--- src/rtl/usbf_ctl_pkg.sv ---
package usbf_ctl_pkg;

  localparam int unsigned BYTE_W     = 8;
  localparam int unsigned CTRL_FLD_W = 4;
  localparam int unsigned CTRL_LSB   = BYTE_W - CTRL_FLD_W;

  typedef struct packed {
    logic connect;
    logic fen;
    logic wake;
    logic rste;
  } ctrl_t;

  function automatic ctrl_t f_ctrl_unpack(input logic [CTRL_FLD_W-1:0] nib);
    ctrl_t c;
    c.connect = nib[3];
    c.fen     = nib[2];
    c.wake    = nib[1];
    c.rste    = nib[0];
    return c;
  endfunction

  function automatic logic [BYTE_W-1:0] f_ctrl_pack(input ctrl_t c);
    return {c.connect, c.fen, c.wake, c.rste, {CTRL_LSB{1'b0}}};
  endfunction

  function automatic ctrl_t f_ctrl_bus_reset(input ctrl_t nxt, input logic prop);
    ctrl_t c;
    c      = nxt;
    c.fen  = 1'b0;
    if (prop) c.wake = 1'b0;
    return c;
  endfunction

  function automatic logic [BYTE_W-1:0] f_mask_keep(input logic [BYTE_W-1:0] w,
                                                     input logic [BYTE_W-1:0] rsvd);
    return w & ~rsvd;
  endfunction

endpackage

--- src/rtl/usbf_addr_dec.sv ---
module usbf_addr_dec #(
  parameter int unsigned ADDR_W   = 8,
  parameter logic [ADDR_W-1:0] MASK_OFS = 'hFD,
  parameter logic [ADDR_W-1:0] CTRL_OFS = 'hFC
) (
  input  logic [ADDR_W-1:0] addr,
  input  logic              wr_stb,
  output logic              mask_sel,
  output logic              ctrl_sel,
  output logic              mask_we,
  output logic              ctrl_we
);
  assign mask_sel = (addr == MASK_OFS);
  assign ctrl_sel = (addr == CTRL_OFS);
  assign mask_we  = wr_stb & mask_sel;
  assign ctrl_we  = wr_stb & ctrl_sel;
endmodule

--- src/rtl/usbf_mask_reg.sv ---
module usbf_mask_reg #(
  parameter int unsigned W = 8,
  parameter logic [W-1:0] RSVD = 'h02
) (
  input  logic         clk,
  input  logic         rst_n,
  input  logic         we,
  input  logic [W-1:0] wdata,
  input  logic         clr,
  output logic [W-1:0] q,
  output logic         rsvd_wr_hit
);
  assign rsvd_wr_hit = we & (|(wdata & RSVD));

  for (genvar i = 0; i < W; i++) begin : g_bit
    if (RSVD[i]) begin : g_rsvd
      assign q[i] = 1'b0;
    end else begin : g_live
      logic b;
      always_ff @(posedge clk or negedge rst_n) begin
        if (!rst_n)   b <= 1'b0;
        else if (clr) b <= 1'b0;
        else if (we)  b <= wdata[i];
      end
      assign q[i] = b;
    end
  end
endmodule

--- src/rtl/usbf_ctrl_reg.sv ---
module usbf_ctrl_reg
  import usbf_ctl_pkg::*;
(
  input  logic                  clk,
  input  logic                  rst_n,
  input  logic                  we,
  input  logic [CTRL_FLD_W-1:0] wnib,
  input  logic                  bus_rst,
  output ctrl_t                 cur,
  output logic                  dev_rst_evt,
  output logic                  rst_out
);
  ctrl_t nxt;

  assign dev_rst_evt = bus_rst & cur.rste;

  always_comb begin
    nxt = cur;
    if (we)      nxt = f_ctrl_unpack(wnib);
    if (bus_rst) nxt = f_ctrl_bus_reset(nxt, cur.rste);
  end

  always_ff @(posedge clk or negedge rst_n) begin
    if (!rst_n) begin
      cur     <= '0;
      rst_out <= 1'b0;
    end else begin
      cur     <= nxt;
      rst_out <= dev_rst_evt;
    end
  end
endmodule

--- src/rtl/usbf_irq_merge.sv ---
module usbf_irq_merge #(
  parameter int unsigned W = 8
) (
  input  logic [W-1:0] mask,
  input  logic [W-1:0] status,
  output logic [W-1:0] hit,
  output logic         irq
);
  for (genvar i = 0; i < W; i++) begin : g_and
    assign hit[i] = mask[i] & status[i];
  end
  assign irq = |hit;
endmodule

--- src/rtl/usbf_ctl_top.sv ---
module usbf_ctl_top
  import usbf_ctl_pkg::*;
#(
  parameter int unsigned ADDR_W = 8,
  parameter logic [ADDR_W-1:0] MASK_OFS = 'hFD,
  parameter logic [ADDR_W-1:0] CTRL_OFS = 'hFC,
  parameter logic [BYTE_W-1:0] MASK_RSVD = 'h02
) (
  input  logic              clk,
  input  logic              rst_n,
  input  logic [ADDR_W-1:0] addr,
  input  logic [BYTE_W-1:0] wdata,
  input  logic              wr_stb,
  output logic [BYTE_W-1:0] rdata,
  input  logic              usb_rst,
  input  logic [BYTE_W-1:0] evt_status,
  output logic              irq,
  output logic              pullup_oe,
  output logic              func_en,
  output logic              wake_req,
  output logic              rst_out
);
  logic              mask_sel, ctrl_sel, mask_we, ctrl_we;
  logic [BYTE_W-1:0] mask_q;
  logic [BYTE_W-1:0] irq_hit;
  logic              rsvd_wr_hit;
  logic              dev_rst_evt;
  ctrl_t             ctrl_q;
  logic [BYTE_W-1:0] ctrl_byte;

  usbf_addr_dec #(.ADDR_W(ADDR_W), .MASK_OFS(MASK_OFS), .CTRL_OFS(CTRL_OFS)) u_dec (
    .addr(addr), .wr_stb(wr_stb), .mask_sel(mask_sel), .ctrl_sel(ctrl_sel),
    .mask_we(mask_we), .ctrl_we(ctrl_we)
  );

  usbf_mask_reg #(.W(BYTE_W), .RSVD(MASK_RSVD)) u_mask (
    .clk(clk), .rst_n(rst_n), .we(mask_we), .wdata(wdata), .clr(dev_rst_evt),
    .q(mask_q), .rsvd_wr_hit(rsvd_wr_hit)
  );

  usbf_ctrl_reg u_ctrl (
    .clk(clk), .rst_n(rst_n), .we(ctrl_we), .wnib(wdata[BYTE_W-1:CTRL_LSB]),
    .bus_rst(usb_rst), .cur(ctrl_q), .dev_rst_evt(dev_rst_evt), .rst_out(rst_out)
  );

  usbf_irq_merge #(.W(BYTE_W)) u_irq (
    .mask(mask_q), .status(evt_status), .hit(irq_hit), .irq(irq)
  );

  assign ctrl_byte = f_ctrl_pack(ctrl_q);
  assign pullup_oe = ctrl_q.connect;
  assign func_en   = ctrl_q.fen;
  assign wake_req  = ctrl_q.wake;

  always_comb begin
    rdata = '0;
    if (mask_sel)      rdata = mask_q;
    else if (ctrl_sel) rdata = ctrl_byte;
  end
endmodule

--- config.mk ---
export PLATFORM = sky130hd
export DESIGN_NAME = usbf_ctl_top
export DESIGN_NICKNAME = d
export VERILOG_FILES = /design/src/rtl/usbf_ctl_pkg.sv /design/src/rtl/usbf_addr_dec.sv /design/src/rtl/usbf_mask_reg.sv /design/src/rtl/usbf_ctrl_reg.sv /design/src/rtl/usbf_irq_merge.sv /design/src/rtl/usbf_ctl_top.sv
export SDC_FILE = /design/constraint.sdc
export NUM_CORES = 1
export LEC_CHECK = 0
export ABC_CLOCK_PERIOD_IN_PS = 5400
export CORE_MARGIN = 2
export CORE_UTILIZATION = 28
export CTS_CLUSTER_DIAMETER = 40
export CTS_CLUSTER_SIZE = 28
export DETAILED_ROUTE_END_ITERATION = 10
export DONT_BUFFER_PORTS = 1
export PLACE_DENSITY_LB_ADDON = 0.12
export SYNTH_ARGS = -nofsm -noshare
export SYNTH_HDL_FRONTEND = slang
export SYNTH_HIERARCHICAL = 1
export SYNTH_SLANG_ARGS = --single-unit
export TNS_END_PERCENT = 20
--- constraint.sdc ---
create_clock -name clk -period 5.4 [get_ports clk]
set_input_delay 1.08 -clock clk [delete_from_list [all_inputs] [get_ports clk]]
set_output_delay 1.08 -clock clk [all_outputs]
set_load 0.03 [all_outputs]
# ---- Word level (Yosys, flattened, before mapping)
# Cells that the tools add are included.
dict set report classes {
  eq_ne 2
  n_mux 19
  bitwise 10
  reduce_logical 3
}
# cell count
set op_table {}
lappend op_table {{$eq 8x8->1 const B} 2}
lappend op_table {{$mux 8} 2}
lappend op_table {{$mux 1} 15}
lappend op_table {{$and 1x1->1} 10}
lappend op_table {{$reduce_or 7->1} 1}
lappend op_table {{$mux 4} 1}
lappend op_table {{$reduce_bool 2->1} 2}
lappend op_table {{$mux 3} 1}
dict set report word_totals {
  register_bits 12
  in_bits 28
  out_inout_bits 13
  wordCells 46
}

# ---- Logic depth before layout (Yosys ltp)
# Gate-level depths: netlist (run 1).
dict set report logic_depth {
  ltp_word 5
  mapped_depth 5
  depth_no_buf 4
}

# ---- Cells and area by module
# Netlist (run 1), hierarchy kept.
# mod instances cells_per_inst area_per_inst_um2 seq_area_each_um2
set modules_own_cells {}
lappend modules_own_cells {usbf_mask_reg 1 32 354.1 175.2}
lappend modules_own_cells {usbf_ctrl_reg 1 12 181.4 125.1}
lappend modules_own_cells {usbf_ctl_top 1 14 85.1 0.0}
lappend modules_own_cells {usbf_irq_merge 1 11 73.8 0.0}
lappend modules_own_cells {usbf_addr_dec 1 8 51.3 0.0}

# ---- Worst setup path before layout (run 1)
# No wires, ideal clock.
dict set report synth_path {
  path_kind {input to output}
  startpoint {in evt_status[3]}
  endpoint {out irq}
  t_arrival_ns 2.324
  t_required_ns 4.320
  setup_slack_ns 1.996
  cell_stages 3
  path_buffers 0
  cell_sequence {and2_4 or4_1 or4_1}
}
dict set report synth_between {
  elab_chain_cells 2
}
# item line_no
set synth_lines {}
lappend synth_lines {{from (decl)} usbf_ctl_top.sv:16} ;# input logic [BYTE_W-1:0] evt_status,
lappend synth_lines {{$and 1x1->1} usbf_irq_merge.sv:10} ;# assign hit[i] = mask[i] & status[i];
lappend synth_lines {{$reduce_or 7->1} usbf_irq_merge.sv:12} ;# assign irq = |hit;
lappend synth_lines {{to (decl)} usbf_ctl_top.sv:17} ;# output logic irq,
# Every way passes these cells.

# ---- Worst setup path in the final report (run 1)
# Ends and elaborated chain as after synthesis.

==> results of run 1 <==
worst max-delay path: cells and delay by family:
| family | cells | cell delay (ns) |
|---|---|---|
| simple gates | 3 | 1.27 |
per-layer routing:
metal	share of wire [%]	wire [um]	track usage, %	vias up
met1	43	676	11.7	238
met3	8.7	136	4.92	2
met4	1.7	26	8.36	0
li1	-	-	-	243
met5	0	0	0	-
met2	47	731	15.6	18
report_power, final:
group	internal, mW	leakage (nW)	switching, mW
sequential	0.0934	0.166	0.00494
clock	0.0409	0.0210	0.0290
combinational	0.00500	0.152	0.00638
total	0.139	0.339	0.0403
registers in the layout, summed over array words and instances (netlist names):
signal,flops
u_mask/g_bit.g_live.b,7
u_ctrl/rst_out,1
u_ctrl/cur,4
worst min path at each step:
stage | to | slack (ns)
3_5_place_dp | u_ctrl/cur[0] | 0.55
4_1_cts | u_ctrl/cur[0] | 0.48
2_1_floorplan | u_mask/g_bit[0].g_live.b | 0.49
3_3_place_gp | u_mask/g_bit[3].g_live.b | 0.53
5_1_grt | u_ctrl/cur[0] | 0.47
6_report | u_ctrl/cur[0] | 0.50
cell type report:
class                      count  area (um^2)  share of cell area (%)
timing repair buffer           2         15.0                    2.02
clock buffer                   4         36.3                    4.87
tap                           30         37.5                    5.04
multi-input combinational     53          352                    47.2
sequential                    12          300                    40.3
inverter                       1         3.75                   0.504
stage by stage:
| step | cell area, um^2 | setup slack [ns] |
|---|---|---|
| final | 744 | 1.96 |
| after global routing | 744 | 1.94 |
| after CTS | 744 | 1.95 |
| after detailed placement | 708 | 1.95 |
| after global placement | 708 | 1.95 |
| after floorplan | 738 | 2.00 |
cells in the final DEF, fill, tap and decap left out:
cell / count
mux2i_1: 9
nand2_1: 5
clkbuf_8: 1
and2_1: 12
nor3_1: 2
o21ai_1: 2
or2_2: 1
a22o_1: 2
nand4_2: 1
or4_1: 2
conb_1: 1
clkbuf_4: 3
dfrtp_1: 12
mux2_2: 2
buf_4: 2
inv_1: 1
nor2b_1: 1
nor4_1: 2
nor2_1: 9
and2_4: 1
nand4b_1: 1
==> run_results.csv, run 1 <==
group,metric,value,unit
clocking,cts_tree,"done",
critical_path,r2r_start,"u_ctrl/cur[3]",
critical_path,cp_slowest_cell,"or4_1",
yosys,syn_area_per_cell,9.71,um^2
run,cap_viol_max_count,0,
sta,rsz0062_at_grt,"no",
critical_path,reg2reg_to,"u_ctrl/cur[3]",
power_and_ir_drop,p_per_area,241,mW/mm^2
placed_design,dp_hpwl,1280,um
sta,finClkSkew,0.00101,ns
clocking,clockBufferDepth,2,
clocking,clkTransAtPathRegs,0.07,ns
yosys,syn_inst,76,
critical_path,r2r_cells,1,
critical_path,worstPathArrival,2.36,ns
detailed_routing,ant_nets,0,
clocking,post-cts-setup-buffers,0,
hold_path,min_path_type,"in2async",
detailed_routing,routed-via-count,501,
power_and_ir_drop,max-vdd-ir-drop,0.000100,V
global_routing,antenna_found_initial,0,
sta,setup_viol,0,
critical_path,worst-r2r-setup-slack,4.47,ns
detailed_routing,drt-initial-drc-count,8,
floorplan,die_height,55.3,um
critical_path,cp_max_fo,1,
critical_path,critPathCaptureType,"output port",
critical_path,max_stage_delay,0.65,ns
floorplan,ios,41,
sta,slew_headroom,53.8,%
run_status,status,"complete, no violations",
critical_path,crit_type,"in2out",
critical_path,critPathLaunchType,"input pin",
yosys,synthesis.area,738,um^2
critical_path,crit_start,"evt_status[3]",
detailed_routing,viasPerCell,4.91,
global_routing,grt_overflow,0,
placed_design,dp_cells,98,
detailed_routing,drc,0,
power_and_ir_drop,p_total,180,uW
finish,n_fill_cell,283,
clocking,clock_latency,0.27,ns
finish,syn_to_final_growth,0.847,%
critical_path,crit_end,"irq",
clocking,cts_sinks,12,
yosys,ys_warn_count,6,
sta,final_hold_viol_count,0,
finish,final_util,30.1,%
critical_path,critPathRequiredTime,4.32,ns
global_routing,grt_start_max_net_pins,13,
floorplan,core,0.00248,mm^2
sta,worst_pin_slew,0.687,ns
placed_design,place.gp.congestion,0.693,
clocking,cts_max_level,1,
finish,stdcell_count,102,
global_routing,track_usage,10.6,%
global_routing,grt_pass1_wl,2460,um
yosys,synth_nets,104,
clocking,cts-root-buf,"clkbuf_4",
detailed_routing,drtPass1Iterations,2,
critical_path,cp_cell_sequence,"and2_4 > or4_1 > or4_1",
finish,drive_gt1_share,15.3,%
floorplan,die_area,0.00306,mm^2
detailed_routing,post_drt_wl_per_cell,15.4,um
sta,whs,0.498,ns
placed_design,portBuffers,0,
sta,clock.fmax,291,MHz
critical_path,cp_common_cell,"or4_1",
sta,drv_slew,0,
floorplan,start_util,29.8,%
sta,min_period_over_period,63.6,%
finish,diodes,0,
floorplan,rows,18,
clocking,cts_inserted_buffers,3,
global_routing,grt_pass1_vias,506,
finish,nets,101,
clocking,cts_resized,0,
detailed_routing,wl,1570,um
sta,tns,0,ns
clocking,cts.hold.buffers_added,0,
sta,period_minus_slack,3.44,ns
power_and_ir_drop,leakage,0.339,nW
floorplan,die-width,55.3,um
No activity file was read; power rests on OpenSTA's default activity.
==> run 2: changes to the inputs <==
ABC_AREA = 1   (was default)
ABC_CLOCK_PERIOD_IN_PS = 3450   (was 5400)
clock period = 3.45 ns   (was 5.4 ns; I/O delays follow)
==> run 2 against run 1 <==
Against the previous run:
- setup slack got worse by 0.70 ns
- combinational power increased by 75%
- non-clock buffer count decreased by 2
- register-to-register slack lost 2.1 ns
- final area up 3.4%
- synthesized cell count is 54% higher
- sequential power grew 59%
- clock skew grew 0.0061 ns
- die area rose by 4.4%
- critical path depth grew 3
- global-route usage is 0.92 points higher
- critical path type unchanged
- largest cell class unchanged
==> run_results.csv, run 2 <==
group,metric,value,unit
run_status,status,"complete, no violations",
sta,final_hold_viol_count,0,
run,cap_viol_max_count,0,
finish,largest_reg_flops,7,
detailed_routing,routed-via-count,623,
critical_path,reg2reg_to,"u_mask/g_bit[0].g_live.b",
critical_path,critPathCaptureType,"output port",
finish,nets,140,
finish,top_register,"u_mask/g_bit.g_live.b",
floorplan,die-width,56.6,um
critical_path,cp_top_family,"simple AND/OR/NAND/NOR gates",
critical_path,r2r_cells,5,
critical_path,cp_cell_sequence,"nand2_1 > nor2_2 > nand2_1 > inv_1 > nand2_1 > nand2_1",
sta,worst_pin_slew,0.777,ns
power_and_ir_drop,p_total,287,uW
yosys,syn_area_per_cell,6.61,um^2
critical_path,crit_type,"in2out",
clocking,post-cts-setup-buffers,0,
clocking,clock_latency,0.27,ns
clocking,cts_max_level,1,
sta,setup_viol,0,
critical_path,cp_max_fo,9,
critical_path,worst-r2r-setup-slack,2.42,ns
finish,diodes,0,
sta,finClkSkew,0.00707,ns
hold_path,min_path_type,"in2async",
critical_path,cp_common_cell,"nand2_1",
sta,drv_slew,0,
floorplan,die_area,0.00320,mm^2
global_routing,grt_pass1_wl,2860,um
detailed_routing,ant_nets,0,
sta,period_minus_slack,2.19,ns
global_routing,antenna_found_initial,0,
detailed_routing,viasPerCell,4.39,
sta,tns,0,ns
detailed_routing,drc,0,
yosys,synth_nets,145,
detailed_routing,post_drt_wl_per_cell,11.6,um
sta,min_period_over_period,63.5,%
finish,final_common_cell,"nand2_1",
finish,drive_gt1_share,10.8,%
clocking,clkTransAtPathRegs,0.08,ns
clocking,cts_resized,0,
detailed_routing,drt-initial-drc-count,15,
placed_design,portBuffers,0,
yosys,synthesis.area,773,um^2
critical_path,cp_slowest_cell,"nand2_1",
critical_path,worstPathArrival,1.50,ns
clocking,cts.hold.buffers_added,0,
power_and_ir_drop,max-vdd-ir-drop,0.000168,V
placed_design,place.gp.congestion,0.715,
clocking,cts_inserted_buffers,3,
clocking,clockBufferDepth,2,
clocking,cts_sinks,12,
clocking,cts_tree,"done",
critical_path,max_stage_delay,0.25,ns
global_routing,track_usage,11.6,%
detailed_routing,wl,1650,um
clocking,cts-root-buf,"clkbuf_4",
yosys,syn_inst,117,
critical_path,r2r_start,"u_ctrl/cur[0]",
floorplan,start_util,28.8,%
global_routing,grt_overflow,0,
critical_path,critPathLaunchType,"input pin",
critical_path,cp.buffers_inverters,1,
power_and_ir_drop,p_per_area,373,mW/mm^2
sta,slew_headroom,48.0,%
global_routing,grt_start_max_net_pins,13,
finish,final_cell_mix,"56 x nand2_1, 13 x nand3_1, 12 x dfrtp_1",
sta,rsz0062_at_grt,"no",
global_routing,grt_pass1_vias,616,
floorplan,core,0.00269,mm^2
power_and_ir_drop,leakage,0.483,nW
floorplan,rows,19,
finish,top_regs,"u_mask/g_bit.g_live.b: 7 flops, u_ctrl/cur: 4 flops, u_ctrl/rst_out: 1 flops",
sta,clock.fmax,457,MHz
placed_design,dp_hpwl,1410,um
floorplan,die_height,56.6,um
detailed_routing,drtPass1Iterations,3,
finish,syn_to_final_growth,-0.485,%
critical_path,critPathRequiredTime,2.76,ns
floorplan,ios,41,
yosys,ys_warn_count,6,
-- run 2: worst reg2reg max path: cells and delay by family (launching register included) --
kind | cells | cell delay [ns]
flops | 1 | 0.38
buf+inv | 2 | 0.30
simple gates | 3 | 0.24
-- run 2: through the flow --
stage               hold slack, ns  area [um^2]  setup slack [ns]  util [%]  instances
floorplan                    0.394          773              1.40         -        117
global placement             0.395          733              1.22      27.3        138
finish                       0.105          769              1.26      28.6        142
CTS                         0.0960          769              1.23      28.6        142
detailed placement           0.395          733              1.23      27.3        138
global route                0.0821          769              1.10      28.6        142
-- run 2: power by group --
part | total (mW) | switching (mW) | internal [mW]
Clock | 0.111 | 0.0467 | 0.0640
Sequential | 0.156 | 0.00938 | 0.147
Combinational | 0.0200 | 0.0134 | 0.00667
Total | 0.287 | 0.0695 | 0.217
-- run 2: final cells by class --
cell class | count | area (um^2)
Clock buffer | 4 | 36.3
Fill cell | 316 | 1920
Inverter | 15 | 58.8
Multi-Input combinational cell | 80 | 335
Sequential cell | 12 | 300
Tap cell | 31 | 38.8
-- run 2: worst max path at each step --
stage / from / endpoint / slack (ns) / cells past startpoint
6_report: addr[4] / rdata[6] / 1.26 / 6
3_5_place_dp: addr[4] / rdata[6] / 1.23 / 6
5_1_grt: addr[4] / rdata[7] / 1.10 / 6
3_3_place_gp: addr[4] / rdata[6] / 1.22 / 6
4_1_cts: addr[4] / rdata[6] / 1.23 / 6
2_1_floorplan: addr[4] / rdata[6] / 1.40 / 8
-- run 2: routing by layer --
layer | track usage, % | part of all wire [%] | up-vias
met1 | 14.0 | 44 | 273
met3 | 5.30 | 11 | 2
li1 | - | - | 329
met2 | 17.4 | 44 | 19
met5 | 0 | 0 | -
met4 | 5.10 | 0.85 | 0
